`src/rtl/cpgate_pkg.sv`:
```
package cpgate_pkg;

    // privilege levels on the register port
    localparam logic [1:0] PL_USER = 2'd0;
    localparam logic [1:0] PL_KERN = 2'd1;
    localparam logic [1:0] PL_HYP  = 2'd2;
    localparam logic [1:0] PL_MON  = 2'd3;

    // permission field codes
    localparam logic [1:0] FLD_DENY = 2'b00;
    localparam logic [1:0] FLD_PRIV = 2'b01;
    localparam logic [1:0] FLD_RSVD = 2'b10;
    localparam logic [1:0] FLD_FULL = 2'b11;

    // register selector
    localparam logic SEL_PERM  = 1'b0;
    localparam logic SEL_GRANT = 1'b1;

    typedef struct packed {
        logic valid;
        logic accept;
        logic undef;
    } chk_rsp_t;

endpackage

```
`src/rtl/cpgate_regs.sv`:
```
module cpgate_regs
    import cpgate_pkg::*;
#(
    parameter int          DATA_W  = 32,
    parameter int          NCP     = 14,
    parameter bit          HAS_SEC = 1'b1,
    parameter bit          HAS_FP  = 1'b1,
    parameter logic [13:0] IMPL_CP = 14'h0003,
    parameter int          FP_LO   = 10,
    parameter int          FP_HI   = 11
) (
    input  logic              clk_i,
    input  logic              rst_ni,
    input  logic              req_i,
    input  logic              sel_i,
    input  logic              wr_i,
    input  logic [1:0]        pl_i,
    input  logic              ns_i,
    input  logic [DATA_W-1:0] wdata_i,
    output logic              rsp_valid_o,
    output logic              ack_o,
    output logic              undef_o,
    output logic [DATA_W-1:0] rdata_o,
    output logic [DATA_W-1:0] perm_o,
    output logic [NCP-1:0]    grant_o
);

    localparam int FLD_BITS = 2 * NCP;

    typedef struct packed {
        logic [DATA_W-1:0] perm;
        logic [NCP-1:0]    grant;
        logic              valid;
        logic              ack;
        logic              undef;
        logic [DATA_W-1:0] rdata;
    } reg_state_t;

    reg_state_t st_d, st_q;

    logic [DATA_W-1:0] impl_mask;
    logic [DATA_W-1:0] ns_mask;
    logic [DATA_W-1:0] perm_wr;

    for (genvar n = 0; n < NCP; n++) begin : g_fld
        localparam bit IMPL = IMPL_CP[n] || (HAS_FP && (n == FP_LO || n == FP_HI));
        assign impl_mask[2*n +: 2] = IMPL ? 2'b11 : 2'b00;
        assign ns_mask[2*n +: 2]   = {2{st_q.grant[n]}};
    end
    assign impl_mask[DATA_W-1:FLD_BITS] = '0;
    assign ns_mask[DATA_W-1:FLD_BITS]   = '0;

    always_comb begin
        perm_wr = wdata_i & impl_mask;
        if (HAS_SEC && ns_i) begin
            perm_wr = (perm_wr & ns_mask) | (st_q.perm & ~ns_mask);
        end
    end

    always_comb begin
        st_d       = st_q;
        st_d.valid = req_i;
        st_d.ack   = 1'b0;
        st_d.undef = 1'b0;
        st_d.rdata = '0;
        if (req_i) begin
            if (sel_i == SEL_PERM) begin
                if (pl_i == PL_USER) begin
                    st_d.undef = 1'b1;
                end else if (wr_i) begin
                    st_d.perm = perm_wr;
                    st_d.ack  = 1'b1;
                end else begin
                    st_d.rdata = st_q.perm;
                    st_d.ack   = 1'b1;
                end
            end else begin
                if (!HAS_SEC || pl_i == PL_USER || (wr_i && pl_i != PL_MON)) begin
                    st_d.undef = 1'b1;
                end else if (wr_i) begin
                    st_d.grant = wdata_i[NCP-1:0];
                    st_d.ack   = 1'b1;
                end else begin
                    st_d.rdata = DATA_W'(st_q.grant);
                    st_d.ack   = 1'b1;
                end
            end
        end
    end

    always_ff @(posedge clk_i) begin
        if (!rst_ni) begin
            st_q <= '0;
        end else begin
            st_q <= st_d;
        end
    end

    assign rsp_valid_o = st_q.valid;
    assign ack_o       = st_q.ack;
    assign undef_o     = st_q.undef;
    assign rdata_o     = st_q.rdata;
    assign perm_o      = st_q.perm;
    assign grant_o     = st_q.grant;


    unimpl_zero_chk: assert property (@(posedge clk_i) disable iff (!rst_ni)
        (perm_o & ~impl_mask) == '0);


    grant_hi_zero_chk: assert property (@(posedge clk_i) disable iff (!rst_ni)
        (req_i && sel_i == SEL_GRANT) |=> rdata_o[DATA_W-1:NCP] == '0);


    grant_wr_priv_chk: assert property (@(posedge clk_i) disable iff (!rst_ni)
        (req_i && wr_i && sel_i == SEL_GRANT && pl_i != PL_MON) |=> (undef_o && $stable(grant_o)));


    perm_user_chk: assert property (@(posedge clk_i) disable iff (!rst_ni)
        (req_i && sel_i == SEL_PERM && pl_i == PL_USER) |=> (undef_o && $stable(perm_o)));

    if (HAS_SEC) begin : g_ns_chk

        ns_keep_chk: assert property (@(posedge clk_i) disable iff (!rst_ni)
            (req_i && wr_i && ns_i && sel_i == SEL_PERM && pl_i != PL_USER)
            |=> ((perm_o ^ $past(perm_o)) & ~$past(ns_mask)) == '0);
    end


    reg_excl_chk: assert property (@(posedge clk_i) disable iff (!rst_ni)
        req_i |=> (rsp_valid_o && (ack_o != undef_o)));

endmodule

```
`src/rtl/cpgate_check.sv`:
```
module cpgate_check
    import cpgate_pkg::*;
#(
    parameter int DATA_W  = 32,
    parameter int NCP     = 14,
    parameter int CP_W    = 4,
    parameter bit HAS_SEC = 1'b1
) (
    input  logic              clk_i,
    input  logic              rst_ni,
    input  logic              req_i,
    input  logic [CP_W-1:0]   cp_i,
    input  logic              ns_i,
    input  logic              priv_i,
    input  logic [DATA_W-1:0] perm_i,
    input  logic [NCP-1:0]    grant_i,
    output logic              rsp_valid_o,
    output logic              accept_o,
    output logic              undef_o
);

    chk_rsp_t rsp_d, rsp_q;

    logic [1:0] fld;
    logic       granted;
    logic       in_range;
    logic       allow;

    always_comb begin
        fld      = FLD_DENY;
        granted  = 1'b0;
        in_range = 1'b0;
        for (int n = 0; n < NCP; n++) begin
            if (int'(cp_i) == n) begin
                fld      = perm_i[2*n +: 2];
                granted  = grant_i[n];
                in_range = 1'b1;
            end
        end
    end

    always_comb begin
        allow = 1'b0;
        if (in_range && !(HAS_SEC && ns_i && !granted)) begin
            case (fld)
                FLD_FULL: allow = 1'b1;
                FLD_PRIV: allow = priv_i;
                default:  allow = 1'b0;
            endcase
        end
        rsp_d.valid  = req_i;
        rsp_d.accept = req_i && allow;
        rsp_d.undef  = req_i && !allow;
    end

    always_ff @(posedge clk_i) begin
        if (!rst_ni) begin
            rsp_q <= '0;
        end else begin
            rsp_q <= rsp_d;
        end
    end

    assign rsp_valid_o = rsp_q.valid;
    assign accept_o    = rsp_q.accept;
    assign undef_o     = rsp_q.undef;


    chk_resp_chk: assert property (@(posedge clk_i) disable iff (!rst_ni)
        req_i |=> (rsp_valid_o && (accept_o != undef_o)));


    chk_idle_chk: assert property (@(posedge clk_i) disable iff (!rst_ni)
        !req_i |=> !(rsp_valid_o || accept_o || undef_o));


    cp_range_chk: assert property (@(posedge clk_i) disable iff (!rst_ni)
        (req_i && int'(cp_i) >= NCP) |=> undef_o);

    if (HAS_SEC) begin : g_gate_chk

        ns_gate_chk: assert property (@(posedge clk_i) disable iff (!rst_ni)
            (req_i && ns_i && int'(cp_i) < NCP && ((grant_i >> cp_i) & NCP'(1)) == '0)
            |=> undef_o);
    end

endmodule

```
`src/rtl/cpgate_ctrl.sv`:
```
module cpgate_ctrl
    import cpgate_pkg::*;
#(
    parameter int          DATA_W  = 32,
    parameter int          NCP     = 14,
    parameter bit          HAS_SEC = 1'b1,
    parameter bit          HAS_FP  = 1'b1,
    parameter logic [13:0] IMPL_CP = 14'h0003,
    localparam int         CP_W    = $clog2(NCP)
) (
    input  logic              clk_i,
    input  logic              rst_ni,
    input  logic              reg_req_i,
    input  logic              reg_sel_i,
    input  logic              reg_wr_i,
    input  logic [1:0]        reg_pl_i,
    input  logic              reg_ns_i,
    input  logic [DATA_W-1:0] reg_wdata_i,
    output logic              reg_rsp_valid_o,
    output logic              reg_ack_o,
    output logic              reg_undef_o,
    output logic [DATA_W-1:0] reg_rdata_o,
    input  logic              chk_req_i,
    input  logic [CP_W-1:0]   chk_cp_i,
    input  logic              chk_ns_i,
    input  logic              chk_priv_i,
    output logic              chk_rsp_valid_o,
    output logic              chk_accept_o,
    output logic              chk_undef_o
);

    logic [DATA_W-1:0] perm_q;
    logic [NCP-1:0]    grant_q;

    cpgate_regs #(
        .DATA_W (DATA_W),
        .NCP    (NCP),
        .HAS_SEC(HAS_SEC),
        .HAS_FP (HAS_FP),
        .IMPL_CP(IMPL_CP)
    ) regs_i (
        .clk_i      (clk_i),
        .rst_ni     (rst_ni),
        .req_i      (reg_req_i),
        .sel_i      (reg_sel_i),
        .wr_i       (reg_wr_i),
        .pl_i       (reg_pl_i),
        .ns_i       (reg_ns_i),
        .wdata_i    (reg_wdata_i),
        .rsp_valid_o(reg_rsp_valid_o),
        .ack_o      (reg_ack_o),
        .undef_o    (reg_undef_o),
        .rdata_o    (reg_rdata_o),
        .perm_o     (perm_q),
        .grant_o    (grant_q)
    );

    cpgate_check #(
        .DATA_W (DATA_W),
        .NCP    (NCP),
        .CP_W   (CP_W),
        .HAS_SEC(HAS_SEC)
    ) check_i (
        .clk_i      (clk_i),
        .rst_ni     (rst_ni),
        .req_i      (chk_req_i),
        .cp_i       (chk_cp_i),
        .ns_i       (chk_ns_i),
        .priv_i     (chk_priv_i),
        .perm_i     (perm_q),
        .grant_i    (grant_q),
        .rsp_valid_o(chk_rsp_valid_o),
        .accept_o   (chk_accept_o),
        .undef_o    (chk_undef_o)
    );

endmodule

```
`config.mk`:
```
export PLATFORM = sky130hd
export DESIGN_NAME = cpgate_ctrl
export DESIGN_NICKNAME = d
export VERILOG_FILES = /design/src/rtl/cpgate_pkg.sv /design/src/rtl/cpgate_regs.sv /design/src/rtl/cpgate_check.sv /design/src/rtl/cpgate_ctrl.sv
export SDC_FILE = /design/constraint.sdc
export NUM_CORES = 1
export LEC_CHECK = 0
export ABC_AREA = 1
export CORE_ASPECT_RATIO = 1.1
export CORE_MARGIN = 2
export CORE_UTILIZATION = 36
export DETAILED_ROUTE_END_ITERATION = 8
export SYNTH_ARGS = -nofsm -noshare
export SYNTH_HDL_FRONTEND = slang
export SYNTH_SLANG_ARGS = --single-unit
```
`constraint.sdc`:
```
create_clock -name clk_i -period 1.6 [get_ports clk_i]
set_input_delay 0.16 -clock clk_i [delete_from_list [all_inputs] [get_ports clk_i]]
set_output_delay 0.16 -clock clk_i [all_outputs]
set_load 0.02 [all_outputs]
```
==> out/qor.csv <==
stage,metric,value,unit
synthesis,ys flop type,dfxtp_1,
status,run status,"complete, no violations",
cts,Post-CTS Hold Fix Bufs,0,
global_routing,GR Util met2,0.3145,
placement,global placer's final weighted congestion,0.8768,
synthesis,largest family of logic cells by synthesized area,simple AND/OR/NAND/NOR gates,
floorplanning,placement row count,35,
cts,clock tree sinks,76,
synthesis,Yosys reg bits,76,
synthesis,synth warn,0,
critical_path,"Req. time, crit path",1.44,ns
critical_path,slowest CP cell,clkdlybuf4s50_1,
floorplanning,Die Wd,91.70,um
critical_path,reg-to-reg startpoint,regs_i.perm_o[5]$_SDFFE_PN0P_,
global_routing,Global Route Usage Sum,0.1812,
route,First DRT Iteration DRCs,101,
global_routing,vias in the first global route,2692,
global_routing,antenna violations before repair,0,
cells_and_area,Final nets,552,
critical_path,RR Endpoint,check_i.undef_o$_SDFF_PN0_,
synthesis,multiplexer area fraction after synthesis,0,
timing,Final period util,0.8928,
floorplanning,die area,0.009212,sq mm
placement,hpwl dp,5815,um
critical_path,"CP delay by family, top",buffers and inverters,
timing,f_max,0.7000,GHz
placement,port bufs,66,
critical_path,crit path DAT,1.27,ns
synthesis,"Cell Area, Synth",0.003045,sq mm
cells_and_area,P&R area growth vs syn,38.09,%
synthesis,Compound-Gate Fraction of Synth Area,0.1385,
cts,clk root buf,clkbuf_8,
critical_path,CP Cell Sequence,clkdlybuf4s50_1,
timing,max-slew violation count,0,
cts,clock slew at reported path FFs,0.07,ns
synthesis,"Distinct cells, synth",26,
route,post-route ant nets,0,
power_and_ir_drop,Leak,0.001800,uW
worst_hold_path,worst hold path depth,5,
timing,crit path time final,1.429,ns
critical_path,r2r worst-path depth,13,
critical_path,Critical Path Sink Type,output pin,
synthesis,Adder-Cell Fraction of Synth Area,0,
critical_path,crit path launch type,flop,
floorplanning,IO Pins,85,
route,Routed WL per cell,12.67,um
critical_path,"Worst Path Class, Setup",flop to output pin,
cells_and_area,register area,0.001523,sq mm
cts,later-pin clock latency in the skew report,0.35,ns
cells_and_area,Filler cells,832,
placement,Cells after DPL,602,
cts,htree depth,3,
floorplanning,Die Span Y,100.5,um
cts,Max Buffers Root-to-Sink,2,
route,drt first pass iters,4,
cells_and_area,share of cells above drive strength 1,0.1255,
critical_path,flop-to-flop setup slack,0.21,ns
synthesis,xor/xnor share of the synthesized area,0,
floorplanning,Core Region,0.008277,sq mm
cells_and_area,number of diodes,0,
critical_path,worst-path fanout max,1,
worst_hold_path,hold endpoint,check_i.accept_o$_SDFF_PN0_,
worst_hold_path,hold_sp,chk_cp_i[2],
synthesis,"Seq/Total Area, Yosys",0.4996,
global_routing,global-route wire length before repair,13030,um
power_and_ir_drop,Peak VDD IR,442.3,uV
cells_and_area,Multi-input gate area,0.001202,sq mm
global_routing,met1 Use GR,0.2145,
synthesis,Post-synth EDFFs,0,
synthesis,Synth Area per Inst,7.321,sq um
synthesis,"FFs w/ async S/R, synth",0,
critical_path,Crit path largest cell delay,0.60,ns
power_and_ir_drop,Final Total Pwr,3801,uW
timing,"Hold Vio Cnt, Final",0,
cts,CTS Buf Count,9,
global_routing,GRT busiest layer,met2,
global_routing,GR Util met3,0.03515,
route,final wirelength,7867,um
route,vias per std cell,4.594,
run,maxcap violations,0,
route,DRC errors left,0,
cts,CTS tree,yes,
power_and_ir_drop,Pwr per Cell Area,903.9,mW/mm^2
critical_path,CP bufs+invs,1,
synthesis,Syn Inst Count,416,
floorplanning,Initial Util,0.3680,
route,vias post-DR,2853,
synthesis,Post-Synth Simple-Gate Area,0.2469,
timing,# setup viols final,0,
timing,Clock Skews,0.007925,ns
worst_hold_path,hold crit path type,input port to flop,
global_routing,GRT overflow,0,
global_routing,largest net degree at the start of global routing,44,
cells_and_area,Finished Layout Cells,621,
## timing repair
item | CTS | global route
gates cloned | 1 | 0
setup endpoints to repair | 2 | 2
pin swaps | 1 | 4
resized for setup | 2 | 8
buffers inserted | 0 | 2
## final cells by class
cell class,count,share of cell area
Multi-Input combinational cell,257,0.2859
Tap cell,111,0.03303
Inverter,69,0.06159
Sequential cell,76,0.3621
Clock buffer,12,0.03689
Clock inverter,4,0.01131
Timing Repair Buffer,92,0.2092
## cell usage after synthesis, types with 2 or more instances
cell type   n  area [sq um]
dfxtp_1    76          1521
nor2_1     65         244.0
inv_1      61         229.0
nand2_1    54         202.7
o21ai_0    41         205.2
nand3_1    35         175.2
a21oi_1    32         160.2
clkbuf_1   10         37.54
inv_2       6         22.52
buf_4       5         37.54
nand2_2     4         25.02
nor2_2      4         25.02
nor3_1      4         20.02
o211ai_1    3         22.52
buf_1       2         7.510
clkinv_1    2         7.510
nor2_4      2         22.52
o21ai_1     2         10.01
## worst reg2reg max path: stages (launching register included)
cell and delay [ns]:
dfxtp_2 0.33, o211ai_1 0.18, nand3_1 0.10, nand2_1 0.10, nand2_1 0.07, nand2_1 0.06
nand2_1 0.05, nand2_1 0.06, nand3_1 0.06, nand3_1 0.08, nand2_1 0.06, nand2_2 0.06
nand2_1 0.04, nor2_1 0.07
## power breakdown
group          leakage (uW)  internal [uW]  switching (uW)
registers          0.000615           1920            20.2
logic               0.00108            170             202
clock network      0.000102            801             689
total               0.00180           2890             911
## routing by layer
layer	wire, um	share of wire
met3	285	0.036
met2	3955	0.50
met5	0	0
met4	165	0.021
met1	3460	0.44
## registers in the layout (all words and copies together) (netlist names)
register and count:
regs_i.rsp_valid_o 1, check_i.accept_o 1, regs_i.grant_o 14, regs_i.perm_o 28
regs_i.ack_o 1, check_i.undef_o 1, regs_i.rdata_o 28, regs_i.undef_o 1
check_i.rsp_valid_o 1
## cells in the final DEF (no fill, tap or decap)
cell             synthesis  final
a21oi_1                 32     32
a221oi_1                 1      1
buf_12                   0      2
buf_4                    5     24
bufinv_16                0      1
clkbuf_1                10      1
clkbuf_2                 0      1
clkbuf_8                 0     11
clkdlybuf4s50_1          0     62
clkinv_1                 2      2
clkinv_2                 0      2
clkinvlp_4               0      1
conb_1                   1      4
dfxtp_1                 76     75
dfxtp_2                  0      1
dlygate4sd2_1            0      1
dlymetal6s2s_1           0      2
inv_1                   61     61
inv_2                    6      6
nand2_1                 54     53
nand2_2                  4      5
nand3_1                 35     35
nand3_2                  1      1
nand3b_1                 1      1
nor2_1                  65     65
nor2_2                   4      4
nor2_4                   2      3
nor2_8                   1      1
nor3_1                   4      4
o211ai_1                 3      3
o21ai_0                 41     40
o21ai_1                  2      3
o21ai_2                  1      1
o22ai_1                  1      1
## how the worst max path moves through the flow
stage | to | slack, ns | from | cells past startpoint
after global routing | check_i.undef_o$_SDFF_PN0_ | -0.01 | chk_cp_i[3] | 17
after CTS | check_i.undef_o$_SDFF_PN0_ | 0.007 | chk_cp_i[1] | 15
after floorplan | check_i.undef_o$_SDFF_PN0_ | 0.26 | chk_cp_i[1] | 15
final | reg_rdata_o[11] | 0.17 | regs_i.rdata_o[11]$_SDFF_PN0_ | 1
after global placement | check_i.undef_o$_SDFF_PN0_ | -0.37 | chk_cp_i[3] | 17
after detailed placement | check_i.undef_o$_SDFF_PN0_ | -0.41 | chk_cp_i[3] | 17
## cells by family after synthesis
group,count (synthesis)
AO/OA/AOI/OAI,81
AND/OR/NAND/NOR,171
other,1
buffers and inverters,87
flip-flops,76
## stage by stage
stage / TNS (ns) / area [sq um] / util / hold slack, ns / worst slack (ns)
6_report: 0 / 4205 / 0.5081 / 0.3749 / 0.1715
5_1_grt: -0.01357 / 4205 / 0.5081 / 0.4054 / -0.01262
4_1_cts: 0 / 4180 / 0.5051 / 0.3843 / 0.007103
3_5_place_dp: -1.314 / 3974 / 0.4801 / 0.4399 / -0.4086
3_3_place_gp: -1.110 / 3974 / 0.4801 / 0.4385 / -0.3704
2_1_floorplan: 0 / 3057 / - / 0.2944 / 0.2616
Note: power is estimated with default switching activity, not from simulation.
